## src/rtl/ies_pkg.sv

```systemverilog
package ies_pkg;
    localparam int ADDR_W = 16;
    localparam int DATA_W = 8;

    typedef enum logic [3:0] {
        S_IDLE,
        S_PUSH_HI,
        S_PUSH_LO,
        S_PUSH_ST,
        S_VEC_LO,
        S_VEC_HI,
        S_PULL_ST,
        S_PULL_LO,
        S_PULL_HI
    } seq_state_e;

    typedef struct packed {
        seq_state_e          st;
        logic                use_nmi;
        logic [ADDR_W-1:0]   pc_save;
        logic [DATA_W-1:0]   stat_save;
        logic [DATA_W-1:0]   lo_byte;
        logic                iflag;
    } seq_regs_t;
endpackage

```

## src/rtl/ies_nmi_latch.sv

```systemverilog
module ies_nmi_latch (
    input  logic clk,
    input  logic rst_n,
    input  logic req_n,
    input  logic consume,
    output logic pending
);
    typedef struct packed {
        logic prev;
        logic pend;
    } latch_t;

    latch_t cur_q, nxt_d;

    always_comb begin
        nxt_d      = cur_q;
        nxt_d.prev = req_n;
        nxt_d.pend = (cur_q.pend & ~consume) | (cur_q.prev & ~req_n);
    end

    always_ff @(posedge clk) begin
        if (!rst_n) begin
            cur_q.prev <= 1'b1;
            cur_q.pend <= 1'b0;
        end else begin
            cur_q <= nxt_d;
        end
    end

    assign pending = cur_q.pend;
endmodule

```

## src/rtl/ies_stack_ptr.sv

```systemverilog
module ies_stack_ptr #(
    parameter int          PTR_W  = 8,
    parameter logic [7:0]  PAGE   = 8'h01,
    parameter logic [PTR_W-1:0] SP_RST = '1
) (
    input  logic                 clk,
    input  logic                 rst_n,
    input  logic                 push,
    input  logic                 pull,
    output logic [PTR_W-1:0]     sp,
    output logic [PTR_W+7:0]     addr
);
    logic [PTR_W-1:0] sp_q, sp_d, sp_inc;

    assign sp_inc = sp_q + 1'b1;

    always_comb begin
        sp_d = sp_q;
        if (push)      sp_d = sp_q - 1'b1;
        else if (pull) sp_d = sp_inc;
    end

    always_ff @(posedge clk) begin
        if (!rst_n) sp_q <= SP_RST;
        else        sp_q <= sp_d;
    end

    assign sp   = sp_q;
    assign addr = pull ? {PAGE, sp_inc} : {PAGE, sp_q};
endmodule

```

## src/rtl/irq_entry_seq.sv

```systemverilog
module irq_entry_seq
    import ies_pkg::*;
#(
    parameter logic [15:0] NMI_VEC    = 16'hFFFA,
    parameter logic [15:0] IRQ_VEC    = 16'hFFFE,
    parameter logic [7:0]  STACK_PAGE = 8'h01,
    parameter logic [7:0]  SP_RESET   = 8'hFF,
    parameter int          IFLAG_BIT  = 2
) (
    input  logic              clk,
    input  logic              rst_n,
    input  logic              irq_req_n,
    input  logic              nmi_req_n,
    input  logic              insn_done,
    input  logic              rti_start,
    input  logic              set_dis,
    input  logic              clr_dis,
    input  logic [15:0]       pc_in,
    input  logic [7:0]        status_in,
    input  logic [7:0]        rd_data,
    output logic [15:0]       mem_addr,
    output logic              mem_rd,
    output logic              mem_wr,
    output logic [7:0]        mem_wdata,
    output logic              sp_dec,
    output logic [7:0]        sp_val,
    output logic              pc_load,
    output logic [15:0]       pc_new,
    output logic              status_load,
    output logic [7:0]        status_new,
    output logic              irq_dis,
    output logic              busy
);
    seq_regs_t   r_q, r_d;
    logic        nmi_pend, nmi_take;
    logic        accept, ret_go;
    logic        push, pull;
    logic [15:0] stk_addr, vec_base;

    ies_nmi_latch u_nmi (
        .clk     (clk),
        .rst_n   (rst_n),
        .req_n   (nmi_req_n),
        .consume (nmi_take),
        .pending (nmi_pend)
    );

    ies_stack_ptr #(.PTR_W(8), .PAGE(STACK_PAGE), .SP_RST(SP_RESET)) u_sp (
        .clk   (clk),
        .rst_n (rst_n),
        .push  (push),
        .pull  (pull),
        .sp    (sp_val),
        .addr  (stk_addr)
    );

    assign ret_go   = (r_q.st == S_IDLE) && rti_start;
    assign accept   = (r_q.st == S_IDLE) && insn_done && !rti_start &&
                      (nmi_pend || (!irq_req_n && !r_q.iflag));
    assign nmi_take = accept && nmi_pend;
    assign vec_base = r_q.use_nmi ? NMI_VEC : IRQ_VEC;

    always_comb begin
        r_d         = r_q;
        push        = 1'b0;
        pull        = 1'b0;
        mem_rd      = 1'b0;
        mem_wr      = 1'b0;
        mem_wdata   = '0;
        mem_addr    = '0;
        pc_load     = 1'b0;
        pc_new      = '0;
        status_load = 1'b0;
        status_new  = '0;
        case (r_q.st)
            S_IDLE: begin
                if (ret_go) begin
                    r_d.st = S_PULL_ST;
                end else if (accept) begin
                    r_d.st                   = S_PUSH_HI;
                    r_d.use_nmi              = nmi_pend;
                    r_d.pc_save              = pc_in;
                    r_d.stat_save            = status_in;
                    r_d.stat_save[IFLAG_BIT] = r_q.iflag;
                    r_d.iflag                = 1'b1;
                end else if (set_dis) begin
                    r_d.iflag = 1'b1;
                end else if (clr_dis) begin
                    r_d.iflag = 1'b0;
                end
            end
            S_PUSH_HI: begin
                push      = 1'b1;
                mem_wr    = 1'b1;
                mem_addr  = stk_addr;
                mem_wdata = r_q.pc_save[15:8];
                r_d.st    = S_PUSH_LO;
            end
            S_PUSH_LO: begin
                push      = 1'b1;
                mem_wr    = 1'b1;
                mem_addr  = stk_addr;
                mem_wdata = r_q.pc_save[7:0];
                r_d.st    = S_PUSH_ST;
            end
            S_PUSH_ST: begin
                push      = 1'b1;
                mem_wr    = 1'b1;
                mem_addr  = stk_addr;
                mem_wdata = r_q.stat_save;
                r_d.st    = S_VEC_LO;
            end
            S_VEC_LO: begin
                mem_rd      = 1'b1;
                mem_addr    = vec_base;
                r_d.lo_byte = rd_data;
                r_d.st      = S_VEC_HI;
            end
            S_VEC_HI: begin
                mem_rd   = 1'b1;
                mem_addr = vec_base + 16'd1;
                pc_load  = 1'b1;
                pc_new   = {rd_data, r_q.lo_byte};
                r_d.st   = S_IDLE;
            end
            S_PULL_ST: begin
                pull        = 1'b1;
                mem_rd      = 1'b1;
                mem_addr    = stk_addr;
                status_load = 1'b1;
                status_new  = rd_data;
                r_d.iflag   = rd_data[IFLAG_BIT];
                r_d.st      = S_PULL_LO;
            end
            S_PULL_LO: begin
                pull        = 1'b1;
                mem_rd      = 1'b1;
                mem_addr    = stk_addr;
                r_d.lo_byte = rd_data;
                r_d.st      = S_PULL_HI;
            end
            S_PULL_HI: begin
                pull     = 1'b1;
                mem_rd   = 1'b1;
                mem_addr = stk_addr;
                pc_load  = 1'b1;
                pc_new   = {rd_data, r_q.lo_byte};
                r_d.st   = S_IDLE;
            end
            default: r_d.st = S_IDLE;
        endcase
    end

    always_ff @(posedge clk) begin
        if (!rst_n) begin
            r_q.st        <= S_IDLE;
            r_q.use_nmi   <= 1'b0;
            r_q.pc_save   <= '0;
            r_q.stat_save <= '0;
            r_q.lo_byte   <= '0;
            r_q.iflag     <= 1'b1;
        end else begin
            r_q <= r_d;
        end
    end

    assign sp_dec  = push;
    assign irq_dis = r_q.iflag;
    assign busy    = (r_q.st != S_IDLE);
endmodule

```

## config.mk

```make
export PLATFORM = sky130hd
export DESIGN_NAME = irq_entry_seq
export DESIGN_NICKNAME = d
export VERILOG_FILES = /design/src/rtl/ies_pkg.sv /design/src/rtl/ies_nmi_latch.sv /design/src/rtl/ies_stack_ptr.sv /design/src/rtl/irq_entry_seq.sv
export SDC_FILE = /design/constraint.sdc
export NUM_CORES = 1
export LEC_CHECK = 0
export BUFFER_PORTS_ARGS = -buffer_cell sky130_fd_sc_hd__buf_2
export CORE_MARGIN = 2
export CORE_UTILIZATION = 47
export DETAILED_ROUTE_END_ITERATION = 6
export GPL_ROUTABILITY_DRIVEN = 0
export PLACE_DENSITY = 0.75
export SLEW_MARGIN = 20
export SYNTH_ARGS = -nofsm -noshare
export SYNTH_HDL_FRONTEND = slang
export SYNTH_SLANG_ARGS = --single-unit
```

## constraint.sdc

```tcl
create_clock -name clk -period 2.2 [get_ports clk]
set_input_delay 0.11 -clock clk [delete_from_list [all_inputs] [get_ports clk]]
set_output_delay 0.11 -clock clk [all_outputs]
set_load 0.01 [all_outputs]
```

==> results.py, run 1 <==
metrics = {
    "power_and_ir_drop": {
        "powerDensity_nw_per_um2": 718,
        "p_leak_nw": 1.74,
        "max-vdd-ir-drop_mv": 0.422,
    },
    "route": {
        "drt_iter0_markers": 132,
        "route.vias.total": 2705,
        "wl_mm": 7.01,
        "route.detailed.drc": 0,
        "drt_pass1_iterations": 5,
        "drtAntennaViolNets": 0,
        "routed_via_density": 5.32,
        "routedWlPerCell_um": 13.8,
    },
    "synth": {
        "synth_area_leaders": "dfxtp_1 (33%), mux2i_1 (14%), nor2b_1 (7.5%)",
        "ys_seq_area_share_pct": 33.0,
        "synth_nets": 389,
        "synth.top_cell.area_share_pct": 33.0,
        "synth_warnings": 0,
        "synth_edf_count": 0,
        "syn_area_per_cell_um2": 8.39,
        "synth_flop_cell": "dfxtp_1",
        "synth_cell_type_count": 54,
        "synthCells": 347,
        "synth_area_leader_cell": "dfxtp_1",
        "syn_area_um2": 2910,
        "synthArstFlopShare_pct": 0,
        "synth-seq-cells": 48,
    },
    "sta": {
        "tns_ps": 0,
        "fmax_mhz": 474,
        "max-slew-margin-rel_pct": 63.5,
        "fin_crit_sh_pct": 95.9,
        "final_hold_viol_count": 0,
        "fin_crit_ps": 2110,
        "finalSetupViolCount": 0,
        "tightest_slew_ps": 543,
        "drv_slew": 0,
        "timing.final.ws_setup_ps": 90.5,
        "finalClockSkew_ps": 6.73,
    },
    "floorplanning": {
        "num_io_pins": 103,
        "rows": 28,
        "start_util_pct": 48.9,
        "die_h_um": 82.7,
        "core_um2": 5960,
        "die_area_um2": 6840,
        "die_w_um": 82.7,
    },
    "worst_setup_path": {
        "end_kind": "primary output",
        "path_delay_family": "simple AND/OR/NAND/NOR gates",
        "slowest_delay_ps": 600,
        "crit_arrival_ps": 2000,
        "worstSetupPathType": "reg -> out",
        "cp_max_fo": 8,
        "rrSetupSlack_ps": 310,
        "crit_slowest_cell": "or4b_4",
        "path_cells": "or4b_4 > and2_2 > o211a_1 > o21ai_1 > buf_2",
        "cp.required_ps": 2090,
        "critPathBufInv": 1,
        "start_kind": "register",
    },
    "placement": {
        "place_ws_ps": 315,
        "port_buffers": 101,
        "dp_hpwl_mm": 5.01,
    },
    "cts": {
        "clock_path_buffers": 2,
        "clock-root-buffer": "clkbuf_8",
        "holdBufCountCts": 0,
        "numCtsBuffers": 5,
        "insertion_delay_ps": 300,
        "cts_tree": "yes",
        "clkSinkCount": 48,
        "path_clk_slew_ps": 90,
        "cts_max_level": 2,
    },
    "grt": {
        "grt_max_degree": 49,
        "met1_usage_pct": 24.9,
        "use_met3_pct": 4.78,
        "grt.overflow.total": 0,
        "grt.busiest_layer": "met2",
        "first_global_vias": 2468,
        "antenna_found_initial": 0,
        "grtUsageMet2_pct": 35.9,
        "grt_pass1_wl_mm": 11.0,
        "grt_use_total_pct": 20.6,
    },
    "cells_and_area": {
        "multi_input_area_um2": 1740,
        "ff_latch_area_um2": 970,
        "drive_above_1_share_pct": 32.8,
        "nFillCells": 568,
        "finalNetCount": 475,
        "diodes": 0,
        "area_growth_syn_to_layout_pct": 21.4,
    },
    "hold_path": {
        "hp-class": "in -> reg",
    },
    "outcome": {
        "outcome": "finished clean",
    },
    "run": {
        "maxCapViolCount": 0,
    },
}
-- state kept, by name, summed over array words and instances, names as in the netlist --
register and flops:
u_nmi.pending 1, r_q 37, irq_dis 1, u_nmi.cur_q 1, u_sp.sp 8
-- cell usage in the layout (no fill, tap or decap), drive strengths merged, types with 2 or more instances in the layout --
cell type / n
a211oi: 3
a21boi: 2
a21oi: 18
a22oi: 2
a31oi: 2
and2: 26
and4: 3
buf: 114
clkbuf: 5
dfxtp: 48
ha: 2
inv: 9
mux2: 4
mux2i: 41
nand2: 18
nand2b: 8
nand3: 9
nand3b: 2
nor2: 26
nor2b: 35
nor3: 10
nor4: 3
o211ai: 3
o21a: 5
o21ai: 9
o22ai: 2
or2: 3
or4b: 2
xnor2: 2
-- stage by stage --
stage | utilization [%] | area, um2 | total power (W) | instances | hold slack (ps)
6_report | 59.4 | 3540 | 0.00254 | 508 | 25.3
5_1_grt | 59.4 | 3540 | 0.00272 | 508 | 10.5
4_1_cts | 58.8 | 3500 | 0.00255 | 506 | 11.6
3_5_place_dp | 57.4 | 3420 | 0.00204 | 499 | 329
3_3_place_gp | 57.4 | 3420 | 0.00202 | 499 | 320
2_1_floorplan | - | 2910 | 0.00175 | 347 | 211
-- layout make-up --
| class | instances | area share [%] |
|---|---|---|
| inverters | 9 | 0.955 |
| clock inverters | 2 | 0.354 |
| clock buffers | 5 | 1.95 |
| repair buffers | 114 | 17.4 |
| flip-flops and latches | 48 | 27.4 |
| multi-input cells | 255 | 49.3 |
| well taps | 75 | 2.65 |
-- Yosys cell counts (all sizes together), types with 3 or more instances --
cell / number
a21oi: 18
o21ai: 9
nor4: 3
nand2b: 8
or2: 3
mux2i: 41
inv: 9
buf: 17
nor2: 26
o211ai: 3
dfxtp: 48
and2: 26
a211oi: 3
and4: 3
nand2: 18
nor2b: 35
clkbuf: 18
nor3: 10
o21a: 5
mux2: 4
nand3: 9
-- per-layer routing --
metal | vias up | routed length, um
li1 | 1358 | -
met1 | 1247 | 3010
met2 | 87 | 3480
met3 | 13 | 403
met4 | 0 | 104
met5 | - | 0
-- final timing paths --
path	start	end	depth (start not counted)
setup / recovery	r_q[34]$_SDFFE_PN0P_	mem_addr[3]	5
hold / removal	nmi_req_n	u_nmi.cur_q[1]$_SDFF_PN1_	2
setup reg to reg	r_q[34]$_SDFFE_PN0P_	u_sp.sp[7]$_SDFFE_PN1P_	5
hold reg to reg	r_q[33]$_SDFFE_PN0P_	r_q[33]$_SDFFE_PN0P_	2
-- cell families after synthesis --
group	after synthesis	share of synthesized area, %
muxes	45	15.6
and+or+nand+nor	147	27.8
xor gates and xnor gates	2	0.601
DFF	48	33.0
AOI/OAI and AO/OA	59	14.6
buffers and inverters	44	7.56
adders and majority gates	2	0.859
-- power breakdown --
part           internal, W  switching [W]  leakage, nW  total, W
Clock             0.000216       0.000288       0.0400  0.000504
Combinational     0.000447       0.000550         1.31  0.000997
Sequential        0.000939       0.000101        0.391   0.00104
Total              0.00160       0.000939         1.74   0.00254
-- what timing repair did --
| action | in CTS | in global routing |
|---|---|---|
| resized for setup | 1 | 8 |
| pin swaps | 0 | 1 |
| hold endpoints to repair | 0 | 0 |
| setup endpoints to repair | 2 | 15 |
| setup buffers | 0 | 2 |
No activity file was read; power rests on OpenSTA's default activity.
==> run 2, diff against run 1 <==
--- a/config.mk
+++ b/config.mk
@@ -7,11 +7,11 @@
 export LEC_CHECK = 0
 export BUFFER_PORTS_ARGS = -buffer_cell sky130_fd_sc_hd__buf_2
 export CORE_MARGIN = 2
-export CORE_UTILIZATION = 47
+export CORE_UTILIZATION = 50
 export DETAILED_ROUTE_END_ITERATION = 6
 export GPL_ROUTABILITY_DRIVEN = 0
-export PLACE_DENSITY = 0.75
-export SLEW_MARGIN = 20
+export PLACE_DENSITY = 0.79
+export SLEW_MARGIN = 25
 export SYNTH_ARGS = -nofsm -noshare
 export SYNTH_HDL_FRONTEND = slang
 export SYNTH_SLANG_ARGS = --single-unit
==> results.py, run 2 (synthesized netlist as in run 1, its figures left out) <==
metrics = {
    "power_and_ir_drop": {
        "powerDensity_nw_per_um2": 724,
        "p_leak_nw": 1.74,
        "max-vdd-ir-drop_mv": 0.428,
    },
    "outcome": {
        "outcome": "finished clean",
    },
    "cts": {
        "cts_max_level": 2,
        "clock-root-buffer": "clkbuf_8",
        "holdBufCountCts": 0,
        "insertion_delay_ps": 300,
        "path_clk_slew_ps": 90,
        "numCtsBuffers": 5,
        "clock_path_buffers": 2,
        "clkSinkCount": 48,
        "cts_tree": "yes",
    },
    "route": {
        "route.detailed.drc": 0,
        "routedWlPerCell_um": 13.8,
        "drt_pass1_iterations": 4,
        "drt_iter0_markers": 135,
        "drtAntennaViolNets": 0,
        "route.vias.total": 2701,
        "routed_via_density": 5.34,
        "wl_mm": 7.00,
    },
    "sta": {
        "fin_crit_ps": 2100,
        "tns_ps": 0,
        "finalSetupViolCount": 0,
        "fmax_mhz": 476,
        "final_hold_viol_count": 0,
        "fin_crit_sh_pct": 95.4,
        "max-slew-margin-rel_pct": 62.8,
        "finalClockSkew_ps": 8.83,
        "drv_slew": 0,
        "tightest_slew_ps": 553,
    },
    "cells_and_area": {
        "area_growth_syn_to_layout_pct": 20.9,
        "drive_above_1_share_pct": 32.7,
        "final_cell_mix": "buf_2 (101), dfxtp_1 (43), mux2i_1 (41)",
        "fin_area_um2": 3520,
        "top_register": "r_q",
        "largest_register_ffs": 37,
        "fin_util_pct": 63.2,
        "finalNetCount": 476,
        "final_common_cell": "buf_2",
        "diodes": 0,
    },
    "grt": {
        "first_global_vias": 2454,
        "met1_usage_pct": 27.7,
        "grtUsageMet2_pct": 38.7,
        "grt_max_degree": 33,
        "use_met3_pct": 5.73,
        "grt_use_total_pct": 22.4,
        "grt_pass1_wl_mm": 11.4,
        "antenna_found_initial": 0,
        "grt.busiest_layer": "met2",
        "grt.overflow.total": 0,
    },
    "floorplanning": {
        "core_um2": 5570,
        "die_area_um2": 6450,
        "rows": 27,
        "start_util_pct": 52.3,
        "die_w_um": 80.3,
        "num_io_pins": 103,
        "die_h_um": 80.3,
    },
    "worst_setup_path": {
        "crit_arrival_ps": 1990,
        "worstSetupPathType": "reg -> out",
        "start_kind": "register",
        "rrSetupSlack_ps": 280,
        "cp.required_ps": 2090,
        "crit_slowest_cell": "or4b_2",
        "end_kind": "primary output",
        "slowest_delay_ps": 580,
        "cp_max_fo": 10,
        "path_cells": "buf_4 > or4b_2 > nor4_1 > a211oi_1 > o21ai_0 > buf_2",
    },
    "placement": {
        "dp_hpwl_mm": 4.95,
        "port_buffers": 101,
        "placed_area_um2": 3400,
    },
    "hold_path": {
        "hp-class": "in -> reg",
    },
    "run": {
        "maxCapViolCount": 0,
    },
}
==> run 2: cell count changes in the layout (fill, tap and decap cells not counted) <==
cell	change
buf_4	+2
and2_2	-1
and2_4	+1
nor4_2	-1
nor4_1	+1
buf_12	-1
==> run 2: per-layer routing <==
layer / vias to the layer above / routed length (um)
met3: 2 / 492
met2: 90 / 3480
li1: 1364 / -
met4: 0 / 34
met5: - / 0
met1: 1245 / 3000
==> run 2: worst paths after layout <==
check	from	cells after the start	to
hold reg to reg	r_q[33]$_SDFFE_PN0P_	2	r_q[33]$_SDFFE_PN0P_
setup reg to reg	r_q[36]$_SDFFE_PN0P_	5	u_sp.sp[7]$_SDFFE_PN1P_
setup / recovery	r_q[37]$_SDFFE_PN0P_	6	mem_addr[5]
hold / removal	nmi_req_n	2	u_nmi.cur_q[1]$_SDFF_PN1_
==> run 2: repair_timing <==
action | in CTS | in global routing
hold endpoints to repair | 0 | 0
pin swaps | 0 | 2
resized for setup | 2 | 7
buffers inserted | 0 | 4
setup endpoints to repair | 2 | 23
==> run 2: where the power goes <==
group | internal, W | switching (W) | total [W]
Combinational | 0.000448 | 0.000547 | 0.000995
Clock | 0.000216 | 0.000297 | 0.000513
Sequential | 0.000939 | 0.000102 | 0.00104
Total | 0.00160 | 0.000946 | 0.00255
==> run 2: worst max-delay path: cells and delay by family (launching register included) <==
kind                   cells  cell delay, ps
AOI/OAI and AO/OA          2             200
DFF                        1             400
buffers and inverters      2             320
and+or+nand+nor            2             770
==> run 2: per-stage QoR <==
step	worst slack (ps)	hold slack (ps)	instances	power, W
final	101	28.8	506	0.00255
after global routing	-12.5	13.1	506	0.00272
after CTS	8.35	12.9	502	0.00254
after detailed placement	311	329	495	0.00203
after global placement	307	319	495	0.00201
after floorplan	345	211	347	0.00175
==> run 2: cell type report <==
class / instances / area (um2)
fillers: 485 / 2050
well taps: 72 / 90.1
flip-flops and latches: 48 / 970
inverters: 9 / 33.8
clock buffers: 5 / 68.8
multi-input cells: 255 / 1740
clock inverters: 2 / 12.5
repair buffers: 115 / 611
==> run 3, diff against run 2 <==
--- a/config.mk
+++ b/config.mk
@@ -5,9 +5,10 @@
 export SDC_FILE = /design/constraint.sdc
 export NUM_CORES = 1
 export LEC_CHECK = 0
+export ABC_AREA = 1
 export BUFFER_PORTS_ARGS = -buffer_cell sky130_fd_sc_hd__buf_2
 export CORE_MARGIN = 2
-export CORE_UTILIZATION = 50
+export CORE_UTILIZATION = 49
 export DETAILED_ROUTE_END_ITERATION = 6
 export GPL_ROUTABILITY_DRIVEN = 0
 export PLACE_DENSITY = 0.79
==> results.py, run 3 <==
metrics = {
    "sta": {
        "final_hold_viol_count": 0,
        "finalSetupViolCount": 0,
        "tns_ps": 0,
        "finalClockSkew_ps": 7.78,
        "timing.final.ws_setup_ps": 202,
        "drv_slew": 0,
        "tightest_slew_ps": 556,
        "fin_crit_sh_pct": 90.8,
        "fmax_mhz": 500,
        "max-slew-margin-rel_pct": 63.0,
        "fin_crit_ps": 2000,
        "rsz0062_at_grt": "no",
    },
    "grt": {
        "grt_pass1_wl_mm": 10.3,
        "grt_max_degree": 26,
        "first_global_vias": 2332,
        "antenna_found_initial": 0,
        "grt.overflow.total": 0,
        "grt_use_total_pct": 20.8,
    },
    "route": {
        "drt_pass1_iterations": 4,
        "routedWlPerCell_um": 11.1,
        "drt_iter0_markers": 133,
        "routed_via_density": 4.81,
        "route.vias.total": 2671,
        "route.detailed.drc": 0,
        "drtAntennaViolNets": 0,
        "wl_mm": 6.17,
    },
    "synth": {
        "syn_area_um2": 2630,
        "synthCells": 390,
        "synth_area_leaders": "dfxtp_1 (37%), nor2_1 (12%), nand2_1 (9.9%)",
        "synth-seq-cells": 48,
        "synth_cell_type_count": 34,
        "synth_edf_count": 0,
        "synth_flop_cell": "dfxtp_1",
        "syn_area_per_cell_um2": 6.73,
        "synthArstFlopShare_pct": 0,
        "synth.top_cell.area_share_pct": 36.6,
        "synth_area_leader_cell": "dfxtp_1",
        "ys_seq_area_share_pct": 36.6,
        "synth_warnings": 0,
        "synth_nets": 432,
        "synth_common_cells": "nor2_1 (84), nand2_1 (69), inv_1 (49)",
        "synth.most_common_cell": "nor2_1",
    },
    "cells_and_area": {
        "final_cell_mix": "buf_2 (101), nor2_1 (84), nand2_1 (69)",
        "drive_above_1_share_pct": 27.6,
        "fin_util_pct": 63.0,
        "final_common_cell": "buf_2",
        "diodes": 0,
        "top_register": "r_q",
        "area_growth_syn_to_layout_pct": 23.4,
        "nFillCells": 490,
        "fin_area_um2": 3240,
        "largest_register_ffs": 37,
        "finalNetCount": 526,
    },
    "placement": {
        "place_ws_ps": 582,
        "placed_area_um2": 3110,
        "dp_hpwl_mm": 4.52,
        "port_buffers": 101,
    },
    "hold_path": {
        "hold_end": "r_q[26]$_SDFFE_PN0P_",
        "hp-start": "pc_in[9]",
        "hp-class": "in -> reg",
        "holdPathStages": 3,
    },
    "cts": {
        "numCtsBuffers": 5,
        "clkSinkCount": 48,
        "insertion_delay_ps": 310,
        "cts_tree": "yes",
        "clock-root-buffer": "clkbuf_8",
        "postCtsResizedCells": 0,
        "cts_max_level": 2,
        "path_clk_slew_ps": 90,
        "clock_path_buffers": 2,
    },
    "floorplanning": {
        "die_h_um": 77.2,
        "core_um2": 5140,
        "die_area_um2": 5960,
        "rows": 26,
        "die_w_um": 77.2,
        "num_io_pins": 103,
        "start_util_pct": 51.1,
    },
    "worst_setup_path": {
        "start_kind": "register",
        "rrSetupSlack_ps": 560,
        "reg2reg_depth": 6,
        "regToRegEndpoint": "r_q[8]$_SDFFE_PN0P_",
        "cp_max_fo": 8,
        "cp.required_ps": 2090,
        "rr_startpoint": "r_q[36]$_SDFFE_PN0P_",
        "crit_arrival_ps": 1890,
        "worstSetupPathType": "reg -> out",
        "end_kind": "primary output",
    },
    "outcome": {
        "outcome": "finished clean",
    },
    "power_and_ir_drop": {
        "max-vdd-ir-drop_mv": 0.732,
        "p_leak_nw": 1.68,
        "powerDensity_nw_per_um2": 1220,
    },
    "run": {
        "maxCapViolCount": 0,
    },
}
-- run 3: area by class of cell --
cell class	instances	area [um2]	area share, %
inverter	52	195	6.03
multi-input combinational	270	1330	41.0
timing repair buffer	107	553	17.1
sequential	48	961	29.7
clock buffer	5	68.8	2.12
clock inverter	3	46.3	1.43
tap	70	87.6	2.70
-- run 3: routing by layer --
metal	part of all wire (%)	wire length (um)	vias to the layer above	global-route usage (%)
met1	47	2920	1179	26.5
li1	-	-	1419	-
met4	1.1	65	0	5.36
met5	0	0	-	0
met2	47	2870	66	36.0
met3	5.1	313	7	3.76
-- run 3: stage by stage --
stage	power, W	instances	hold WS (ps)
final	0.00394	555	33.6
after global routing	0.00426	555	49.3
after CTS	0.00396	555	32.3
after detailed placement	0.00329	546	320
after global placement	0.00324	546	313
after floorplan	0.00274	390	217
-- run 3: how the worst max path moves through the flow --
stage	from	end	slack (ps)
floorplan	r_q[36]$_SDFFE_PN0P_	mem_addr[1]	420
detailed placement	r_q[36]$_SDFFE_PN0P_	mem_addr[2]	580
global placement	r_q[35]$_SDFFE_PN0P_	mem_addr[3]	600
global route	r_q[36]$_SDFFE_PN0P_	mem_addr[2]	6
finish	r_q[35]$_SDFFE_PN0P_	mem_addr[3]	200
CTS	r_q[36]$_SDFFE_PN0P_	mem_addr[2]	210
-- run 3: cells by family (layout without fill, tap and decap cells) --
group	Yosys count	in the layout	synth area share (%)
buffers and inverters	72	167	12.8
AO/OA/AOI/OAI	73	73	16.3
AND/OR/NAND/NOR	191	191	31.9
adder cells (fa/ha/maj)	2	2	0.953
XOR/XNOR	4	4	1.33
flip-flops	48	48	36.6
-- run 3: power breakdown --
group / internal [W] / total, W / switching [W]
clock: 0.000343 / 0.000671 / 0.000329
combinational: 0.000758 / 0.00205 / 0.00129
sequential: 0.00106 / 0.00122 / 0.000157
total: 0.00216 / 0.00394 / 0.00178
-- run 3: repair_timing --
action | CTS | global route
hold endpoints to repair | 1 | 0
setup buffers | 0 | 0
hold buffers | 1 | 0
-- run 3: worst max-delay path, cell delays in order, from the launching register on --
cell	delay, ps
dfxtp_1	390
nor2_4	280
nand3_2	160
nand2_4	150
inv_1	90
a21oi_1	120
o21ai_0	130
o211ai_1	100
buf_2	160
